==> config.mk <==
export PLATFORM = sky130hd
export DESIGN_NAME = irq_stack_unit
export DESIGN_NICKNAME = d
export VERILOG_FILES = /design/src/rtl/irq_stack_pkg.sv /design/src/rtl/irq_detail_slot.sv /design/src/rtl/irq_gap_guard.sv /design/src/rtl/irq_stack_unit.sv
export SDC_FILE = /design/constraint.sdc
export NUM_CORES = 1
export LEC_CHECK = 0
export CORE_ASPECT_RATIO = 1.2
export CORE_UTILIZATION = 45
export DETAILED_ROUTE_END_ITERATION = 10
export DONT_BUFFER_PORTS = 1
export SYNTH_ARGS = -nofsm -noshare
export SYNTH_HDL_FRONTEND = slang
export SYNTH_SLANG_ARGS = --single-unit
==> constraint.sdc <==
create_clock -name clk -period 2.15 [get_ports clk]
set_clock_uncertainty 0.1 [all_clocks]
set_input_delay 0.215 -clock clk [delete_from_list [all_inputs] [get_ports clk]]
set_output_delay 0.215 -clock clk [all_outputs]
set_load 0.02 [all_outputs]
==> src/rtl/irq_stack_pkg.sv <==
package irq_stack_pkg;
  localparam int ADDR_W   = 3;
  localparam int BIT_DIP  = 0;
  localparam int BIT_SIP  = 1;
  localparam int BIT_INTF = 2;
  localparam int NSLOT    = 3;
  // register addresses; detail slot g lives at address g+1
  localparam logic [ADDR_W-1:0] A_SUM  = 3'd0;
  localparam logic [ADDR_W-1:0] A_MASK = 3'd4;
endpackage

==> src/rtl/irq_detail_slot.sv <==
module irq_detail_slot #(
  parameter int DW = 8
) (
  input  logic          clk,
  input  logic          rst_n,
  input  logic [DW-1:0] evt,
  input  logic          clr,
  output logic [DW-1:0] posted,
  output logic [DW-1:0] stacked
);
  logic [DW-1:0] posted_d, stacked_d;

  always_comb begin
    posted_d  = posted;
    stacked_d = stacked;
    if (clr) begin
      posted_d  = stacked | evt;
      stacked_d = '0;
    end else if (posted != '0) begin
      stacked_d = stacked | evt;
    end else begin
      posted_d  = evt;
    end
  end

  always_ff @(posedge clk or negedge rst_n) begin
    if (!rst_n) begin
      posted  <= '0;
      stacked <= '0;
    end else begin
      posted  <= posted_d;
      stacked <= stacked_d;
    end
  end
endmodule

==> src/rtl/irq_gap_guard.sv <==
module irq_gap_guard #(
  parameter int GAP_CLKS = 12
) (
  input  logic clk,
  input  logic rst_n,
  input  logic det_rd,
  output logic gap_ok,
  output logic gap_err
);
  localparam int CW = $clog2(GAP_CLKS + 1);
  localparam logic [CW-1:0] LIMIT = CW'(GAP_CLKS);

  logic [CW-1:0] cnt, cnt_d;
  logic          err_d;

  assign gap_ok = (cnt >= LIMIT);

  always_comb begin
    cnt_d = cnt;
    if (det_rd)           cnt_d = CW'(1);
    else if (cnt < LIMIT) cnt_d = cnt + CW'(1);
    err_d = det_rd & ~gap_ok;
  end

  always_ff @(posedge clk or negedge rst_n) begin
    if (!rst_n) begin
      cnt     <= LIMIT;
      gap_err <= 1'b0;
    end else begin
      cnt     <= cnt_d;
      gap_err <= err_d;
    end
  end
endmodule

==> src/rtl/irq_stack_unit.sv <==
module irq_stack_unit
  import irq_stack_pkg::*;
#(
  parameter int DW       = 8,
  parameter int GAP_CLKS = 12
) (
  input  logic              clk,
  input  logic              rst_n,
  input  logic [DW-1:0]     scsi0_evt,
  input  logic [DW-1:0]     scsi1_evt,
  input  logic [DW-1:0]     dma_evt,
  input  logic              fly_evt,
  input  logic              req_valid,
  input  logic              req_write,
  input  logic [ADDR_W-1:0] req_addr,
  input  logic [DW-1:0]     req_wdata,
  output logic [DW-1:0]     rd_data,
  output logic              irq_n,
  output logic              gap_err
);
  logic [DW-1:0]    evt_a  [NSLOT];
  logic [DW-1:0]    post_a [NSLOT];
  logic [DW-1:0]    stk_a  [NSLOT];
  logic [NSLOT-1:0] det_sel, clr;
  logic             det_rd, gap_ok;
  logic             sip, dip, intf, intf_d;
  logic [DW-1:0]    mask, mask_d, sum_v;

  assign evt_a[0] = scsi0_evt;
  assign evt_a[1] = scsi1_evt;
  assign evt_a[2] = dma_evt;

  for (genvar g = 0; g < NSLOT; g++) begin : g_slot
    assign det_sel[g] = req_valid & ~req_write & (req_addr == ADDR_W'(g + 1));
    assign clr[g]     = det_sel[g] & gap_ok;
    irq_detail_slot #(.DW(DW)) slot_i (
      .clk(clk), .rst_n(rst_n), .evt(evt_a[g]), .clr(clr[g]),
      .posted(post_a[g]), .stacked(stk_a[g])
    );
  end

  assign det_rd = |det_sel;

  irq_gap_guard #(.GAP_CLKS(GAP_CLKS)) guard_i (
    .clk(clk), .rst_n(rst_n), .det_rd(det_rd), .gap_ok(gap_ok), .gap_err(gap_err)
  );

  assign sip = (post_a[0] != '0) | (post_a[1] != '0);
  assign dip = (post_a[2] != '0);

  always_comb begin
    intf_d = intf;
    mask_d = mask;
    if (req_valid && req_write && req_addr == A_SUM && req_wdata[BIT_INTF]) intf_d = 1'b0;
    if (fly_evt) intf_d = 1'b1;
    if (req_valid && req_write && req_addr == A_MASK) mask_d = req_wdata;
  end

  always_ff @(posedge clk or negedge rst_n) begin
    if (!rst_n) begin
      intf <= 1'b0;
      mask <= '1;
    end else begin
      intf <= intf_d;
      mask <= mask_d;
    end
  end

  always_comb begin
    sum_v           = '0;
    sum_v[BIT_DIP]  = dip;
    sum_v[BIT_SIP]  = sip;
    sum_v[BIT_INTF] = intf;
    rd_data = '0;
    if (req_valid && !req_write) begin
      unique case (req_addr)
        3'd0:    rd_data = sum_v;
        3'd1:    rd_data = post_a[0];
        3'd2:    rd_data = post_a[1];
        3'd3:    rd_data = post_a[2];
        3'd4:    rd_data = mask;
        default: rd_data = '0;
      endcase
    end
  end

  assign irq_n = ~((dip & mask[BIT_DIP]) | (sip & mask[BIT_SIP]) | (intf & mask[BIT_INTF]));
endmodule

# Word level (Yosys, flattened, before mapping)

Cells that the tools add are included.

Flip-flop bits (word level): 62
Bits of input ports: 40
Output and inout port bits: 10
Logic and storage cells: 74

Add/sub/neg operators: 1
Order comparisons: 2
Equality and inequality tests: 7
Mux-type cells: 18
Bitwise operators: 20
Reduce and logical (&&, ||, !) cells: 16

Operators with widths:

| operator            | number |
|---|---|
| $mux 8              | 13 |
| $pmux 8 s5          | 1 |
| $or 8x8->8          | 3 |
| $reduce_bool 8->1   | 3 |
| $and 1x1->1         | 11 |
| $reduce_bool 2->1   | 5 |
| $mux 4              | 2 |
| $eq 3x2->1 const B  | 2 |
| $ne 2x1->1 const B  | 3 |
| $logic_and 1x1->1   | 5 |
| $add 4x1->4 const B | 1 |
| $ge 4x4->1 const B  | 1 |
| $lt 4x4->1 const B  | 1 |
| $eq 3x1->1 const B  | 1 |
| $eq 3x3->1 const B  | 1 |
| $logic_not 3->1     | 1 |
| $not 1->1           | 3 |
| $or 1x1->1          | 3 |
| $reduce_or 3->1     | 1 |
| $mux 1              | 2 |
| $logic_not 1->1     | 1 |

# Depth between registers and ports, before layout

Gate-level depths: netlist of run 1.

Depth in word-level cells: 6
Mapped depth: 6

# Modules after synthesis

From an unflattened synthesis of run 1, not the netlist that was laid out.

Cell total of the unflattened synthesis: 349
Area total of the unflattened synthesis: 3283.1 um^2

Modules (own cells, without submodules):

| module          | instances | cells each | area an instance (um^2) | seq. area each (um^2) |
|---|---|---|---|---|
| irq_detail_slot | 3         | 82         | 743.2                   | 400.4 |
| irq_stack_unit  | 1         | 84         | 819.5                   | 235.2 |
| irq_gap_guard   | 1         | 19         | 234.0                   | 127.6 |

# Worst setup path after synthesis of run 1

Ideal clock, no wire load.

Kind: reg2out
Start: register g_slot[1].slot_i.posted[6]
End: output port irq_n
Arrival time: 1.665 ns
Setup slack: 0.170 ns
Stages on the path, launching flop included: 4
Path buffers: 0
Cells stage by stage: dfrtp_1 nor4_1 nand4_1 a222oi_1

Word-level cells in the longest chain between the ends: 6

Ends and longest elaborated chain:

| item                    | RTL line              | source |
|---|---|---|
| start, declared         | irq_detail_slot.sv:8  | `output logic [DW-1:0] posted,` |
| start signal, assigned  | irq_detail_slot.sv:31 | `posted <= posted_d;` |
| $reduce_bool 8->1       | irq_stack_unit.sv:48  | `assign sip = (post_a[0] != '0) \| (post_a[1] != '0);` |
| $or 1x1->1              | irq_stack_unit.sv:48  |  |
| $and 1x1->1             | irq_stack_unit.sv:87  | `assign irq_n = ~((dip & mask[BIT_DIP]) \| (sip & mask[BIT_SIP]) \| (intf & mask[BIT_INTF]));` |
| $or 1x1->1 (2 in a row) | irq_stack_unit.sv:87  |  |
| $not 1->1               | irq_stack_unit.sv:87  |  |
| end, declared           | irq_stack_unit.sv:18  | `output logic irq_n,` |

No other way between the ends.

# Worst setup path in the final report of run 1

Same ends and word-level chain as after synthesis.

==> out/qor.yml, run 1 <==
sta:
  fin_crit_sh_pct: 102
  drv_slew: 0
  hold_viol: 0
  final.setup.tns_ns: -0.0405
  max_slew.worst_pin.slew_ns: 0.514
  setup_slack_ns: -0.0405
  min_period_ns: 2.19
  rsz0062_at_grt: "yes"
  setup_viol: 1
  max_freq_mhz: 457
  relSlewSlack_pct: 65.7
setup_path:
  timing.rr.end: "g_slot[0].slot_i.posted[3]"
  r2r-start: "guard_i.cnt[2]"
  crit_required_ns: 1.84
  endpoint: "irq_n"
  critPathLaunchType: "register"
  critical-path-max-stage-delay_ns: 0.39
  crit_type: "reg2out"
  r2r_setup_slack_ns: 0.20
  worst-r2r-cell-count: 4
  cpLargestDelayFamily: "simple AND/OR/NAND/NOR gates"
  arrival_ns: 1.88
  cpMaxStageDelayCell: "dfrtp_1"
  worstPathMaxFanout: 2
  crit_start: "g_slot[1].slot_i.posted[6]"
  cp_cell_sequence: "nor4_2, buf_4, nand4_1, a222oi_1, buf_4"
  worstSetupEndpointType: "output pin"
  path_depth: 5
  crit_top_cell: "buf_4"
  crit_buf_inv: 2
global_routing:
  grt_antenna_before_repair: 0
  grt_pass1_vias: 2436
  overflow: 0
  grt.total_usage_pct: 23.8
  grt_pass1_wl_um: 12700
  grt_max_degree: 63
status:
  failed_checks: "setup timing"
  outcome: "finished with violations"
yosys:
  ys_types: 36
  synth.area.top_cells: "dfrtp_1, mux2_2, dfstp_2"
  synth.avg_cell_area_um2: 11.2
  ys_ff_latch: 62
  yosysTopAreaCell: "dfrtp_1"
  ys_seq_area_share_pct: 52.2
  synth_top_flop_cell: "dfrtp_1"
  synth_enable_flop_cells: 0
  syn_inst: 268
  async_flop_share_pct: 100
  synth_top_area_share_pct: 43.4
  synth_area_um2: 3000
  yosysWarnings: 0
  synth_fp_nets: 309
clocking:
  ctsHtreeMaxLevel: 3
  clock_latency_ns: 0.34
  cts_made_buffers: 9
  clkTransAtPathRegs_ns: 0.07
  clkSinkCount: 62
  root_buffer: "clkbuf_8"
  ctsLongestPathBuffers: 2
  cts_tree: "done"
run:
  maxCapViolCount: 0
routing:
  post_drt_via_cell_ratio: 5.70
  dr.pass1.iters: 4
  wirelength_um: 7460
  drt_iter0_markers: 149
  vias: 2359
  post-route-drc-count: 0
  post_drt_wl_per_cell_um: 18.0
  postRouteAntennaNets: 0
floorplanning:
  dieArea_um2: 6990
  ios: 50
  coreArea_um2: 6450
  die_x_um: 76.5
  rows: 32
  die_h_um: 91.4
  start_util_pct: 46.5
cells_and_area:
  post_route_cells_drive_above_1_share_pct: 27.4
  n_antenna_cell: 0
  fillerInstances: 570
  area_growth_pct: 28.2
  final_cell_area_um2: 3840
  num-nets-final: 365
placement:
  place_congestion: 0.795
  numPortBuffers: 0
  hpwl_um: 4930
  place_ws_ns: 0.188
  post_dp_cell_area_um2: 3140
hold_path:
  hold_path.class: "in2reg"
power_and_ir_drop:
  leakage_nw: 1.43
  peakVddDrop_mv: 0.592
  power_density_nw_per_um2: 869
-- power breakdown --
group	total, mW	switching, mW	internal (mW)	leakage (nW)
combinational	0.637	0.274	0.363	0.713
sequential	1.69	0.252	1.43	0.625
clock	1.02	0.453	0.564	0.0964
total	3.34	0.979	2.36	1.43
-- flip-flops by register name, indices dropped and copies added (netlist names) --
signal                 count
intf                       1
g_slot.slot_i.posted      24
mask                       8
g_slot.slot_i.stacked     24
guard_i.gap_err            1
guard_i.cnt                4
-- cell usage after synthesis (2+ instances only) --
cell type,n
dfrtp_1,52
nand4_4,2
a221oi_1,2
nor3_1,2
nand3_1,7
o21ai_0,2
a21oi_1,28
o21a_1,11
buf_2,5
clkbuf_1,5
nor4_1,6
nor2_1,39
nand3b_1,3
mux2_2,32
a22oi_1,6
nand2_1,12
nand4_1,3
o22a_1,24
dfstp_2,10
-- timing repair --
item | 4_1_cts | 5_1_grt
pin swaps | 2 | 4
hold buffers | 38 | 0
resized for setup | 4 | 7
buffers inserted | 4 | 2
endpoints found under the setup margin | 2 | 2
hold endpoints to repair | 121 | 0
-- per-stage QoR --
stage,power (mW),hold WS [ns],utilization (%),cells
final,3.34,0.0253,59.6,414
after global routing,3.51,0.0156,59.6,414
after detailed placement,2.20,-0.179,48.7,354
after global placement,2.18,-0.179,48.7,354
after CTS,3.34,0.0102,58.8,412
after floorplan,2.05,-0.181,-,268
-- placed cells by master (no fill, tap or decap), types with 2 or more instances in the layout --
cell type	netlist	routed
nand4_4	2	2
o21a_1	11	11
nor4_1	6	2
dfstp_2	10	10
nor4_2	0	2
a22oi_1	6	6
clkinv_2	0	2
nand4_1	3	3
mux2_2	32	32
nand2_1	12	12
buf_4	0	17
nor4_4	0	2
nor2_2	1	2
nand3_1	7	7
clkbuf_1	5	2
dfrtp_2	0	2
nand3b_1	3	3
o22a_1	24	24
nor3_1	2	2
o21ai_0	2	2
nor2_1	39	38
dfrtp_1	52	50
a21oi_1	28	28
clkbuf_8	0	10
dlygate4sd3_1	0	37
-- per-layer routing --
| layer | routed length, um | vias up | GRT usage, % |
|---|---|---|---|
| met1 | 3250 | 1176 | 31.6 |
| met5 | 0 | - | 0 |
| li1 | - | 1113 | - |
| met3 | 345 | 11 | 6.73 |
| met4 | 154 | 0 | 8.65 |
| met2 | 3720 | 59 | 36.8 |
-- logic make-up (layout without fill, tap and decap cells) --
logic type | count (synthesis) | after routing | share of synthesized area, %
simple gates | 82 | 82 | 14.3
compound gates | 77 | 77 | 18.1
flops | 62 | 62 | 52.2
mux | 34 | 34 | 13.1
buf+inv | 11 | 72 | 1.59
fa+ha+maj | 1 | 1 | 0.417
xor+xnor | 1 | 1 | 0.292
-- worst min path at each step --
stage | startpoint | to | slack (ns) | cells after the start
CTS | req_write | guard_i.cnt[0] | 0.01 | 3
detailed placement | rst_n | g_slot[2].slot_i.stacked[0] | -0.18 | 0
finish | req_write | guard_i.cnt[0] | 0.03 | 3
global placement | rst_n | g_slot[2].slot_i.stacked[2] | -0.18 | 0
global route | req_write | guard_i.cnt[0] | 0.02 | 3
floorplan | rst_n | g_slot[0].slot_i.posted[0] | -0.18 | 0
-- worst reg2reg max path, cell delays in order (launching register included) --
cell     delay (ns)
dfstp_2        0.58
and2_1         0.37
nand4_4        0.25
mux2_2         0.33
o22a_1         0.20
-- cell type report --
type                       instances  area [um2]  share of cell area, %
inverter                           1        3.75                 0.0977
timing repair buffer              55         526                   13.7
sequential                        62        1570                   40.8
clock inverter                     4        47.5                   1.24
multi-input combinational        195        1450                   37.7
clock buffer                      12         145                   3.78
tap                               85         106                   2.77
No activity file was read; power rests on OpenSTA's default activity.
==> run 2, diff against run 1 <==
- REMOVE_ABC_BUFFERS: default -> 1
==> run 2 against run 1 <==
The run now ends clean. Critical path depth did not move. Non-clock buffer count fell by 6. Sequential share of layout area rose by 0.26 points. Sequential power barely moved. Via count rose by 0.13%. Fmax rose by 2.9%. Highest routed layer unchanged.
==> out/qor.yml, run 2 (same netlist as run 1, synthesis figures left out) <==
cells_and_area:
  final_common_cell: "dfrtp_1"
  post_route_cells_drive_above_1_share_pct: 25.7  # -1.7 points
  final_cell_mix: "dfrtp_1, nor2_1, dlygate4sd3_1"
  reg_top3: "g_slot.slot_i.posted x24, g_slot.slot_i.stacked x24, mask x8"
  area_growth_pct: 27.2
  n_antenna_cell: 0  # unchanged
  num-nets-final: 359  # -1.6%
  final_cell_area_um2: 3810  # -0.78%
sta:
  relSlewSlack_pct: 60.9  # -4.8 points
  drv_slew: 0  # unchanged
  hold_viol: 0  # unchanged
  min_period_ns: 2.13  # -0.0617 ns
  fin_crit_sh_pct: 99.0  # -2.9 points
  max_slew.worst_pin.slew_ns: 0.584  # +0.0705 ns
  setup_viol: 0  # -1
  max_freq_mhz: 470  # +2.9%
  rsz0062_at_grt: "yes"
floorplanning:
  die_x_um: 76.5  # unchanged
  rows: 32  # unchanged
  coreArea_um2: 6450  # unchanged
  dieArea_um2: 6990  # unchanged
  die_h_um: 91.4  # unchanged
  ios: 50  # unchanged
  start_util_pct: 46.5  # unchanged
global_routing:
  grt_max_degree: 63  # unchanged
  grt_pass1_wl_um: 12100  # -4.6%
  grt.total_usage_pct: 22.6  # -1.1 points
  grt_pass1_vias: 2433  # -0.12%
  overflow: 0  # unchanged
  grt_antenna_before_repair: 0  # unchanged
hold_path:
  hold_path.class: "in2reg"
  min_from: "req_write"
  worstHoldPathCells: 3  # unchanged
  hold_end: "guard_i.cnt[0]"
setup_path:
  worstPathMaxFanout: 3  # +1
  r2r-start: "guard_i.cnt[2]"
  crit_type: "reg2out"
  arrival_ns: 1.81  # -0.07 ns
  critPathLaunchType: "register"
  worst-r2r-cell-count: 4  # unchanged
  r2r_setup_slack_ns: 0.20  # about the same
  worstSetupEndpointType: "output pin"
  timing.rr.end: "g_slot[0].slot_i.posted[3]"
  crit_required_ns: 1.84  # about the same
routing:
  drt_iter0_markers: 121  # -19%
  dr.pass1.iters: 4  # unchanged
  vias: 2362  # +0.13%
  post_drt_via_cell_ratio: 5.79  # +1.6%
  post-route-drc-count: 0  # unchanged
  postRouteAntennaNets: 0  # unchanged
  post_drt_wl_per_cell_um: 17.6  # -2.4%
  wirelength_um: 7180  # -3.8%
power_and_ir_drop:
  power_density_nw_per_um2: 911  # +4.9%
  peakVddDrop_mv: 0.449  # -24%
  leakage_nw: 1.40  # -2.1%
  finalPower_mw: 3.47  # +4.1%
clocking:
  cts_tree: "done"
  clock_latency_ns: 0.34  # about the same
  clkTransAtPathRegs_ns: 0.07  # about the same
  cts_made_buffers: 9  # unchanged
  ctsLongestPathBuffers: 2  # unchanged
  root_buffer: "clkbuf_8"
  clkSinkCount: 62  # unchanged
  ctsHtreeMaxLevel: 3  # unchanged
placement:
  place_congestion: 0.795  # about the same
  numPortBuffers: 0  # unchanged
  hpwl_um: 4860  # -1.5%
  post_dp_cell_area_um2: 3130  # -0.48%
status:
  outcome: "complete, no violations"
run:
  maxCapViolCount: 0  # unchanged
==> run 2: through the flow <==
step,setup WS [ns],instances,setup TNS (ns),util (%),hold WS (ns)
floorplan,0.170,258,0,-,-0.181
global placement,0.221,352,0,48.5,-0.178
detailed placement,0.215,352,0,48.5,-0.178
CTS,0.00305,408,0,58.8,0.0451
global route,-0.0962,408,-0.168,59.1,0.0680
finish,0.0212,408,0,59.1,0.0416
==> run 2: worst max-delay path, cell delays in order, from the launching register on <==
cell and delay [ns]:
dfrtp_1 0.40, nor4_1 0.27, buf_4 0.15, nand4_1 0.14, a222oi_1 0.31, buf_4 0.20
==> run 2: cell type report <==
type | instances | area (um2)
Fill cell | 545 | 2630
Sequential cell | 62 | 1560
Multi-Input combinational cell | 195 | 1430
Timing Repair Buffer | 49 | 480
Clock buffer | 11 | 151
Tap cell | 85 | 106
Clock inverter | 5 | 81.3
Inverter | 1 | 3.75
==> run 2: report_power, final <==
part | switching (mW) | internal (mW)
registers | 0.245 | 1.43
logic | 0.273 | 0.357
clock network | 0.452 | 0.715
==> run 2: repair_timing <==
action | in CTS | in global routing
pin swaps | 2 | 0
cloned | 0 | 0
gates resized for setup | 3 | 3
setup buffers | 2 | 0
hold buffers | 38 | 0
endpoints found under the setup margin | 2 | 3
hold endpoints to repair | 120 | 0
==> run 2: worst max path at each step <==
stage | startpoint | end | slack (ns)
global placement | g_slot[0].slot_i.posted[6] | irq_n | 0.22
global route | g_slot[1].slot_i.posted[2] | irq_n | -0.1
CTS | g_slot[1].slot_i.posted[2] | irq_n | 0.003
detailed placement | guard_i.cnt[2] | g_slot[1].slot_i.posted[5] | 0.21
finish | g_slot[1].slot_i.posted[2] | irq_n | 0.02
floorplan | g_slot[1].slot_i.posted[6] | irq_n | 0.17
==> run 2: layer usage <==
layer  wire length [um]  global-route usage, %  vias to the layer above
met5                  0                      0                        -
met4                179                   12.2                        0
met1               3300                   29.7                     1163
met2               3390                   34.7                       81
li1                   -                      -                     1104
met3                309                   5.13                       14
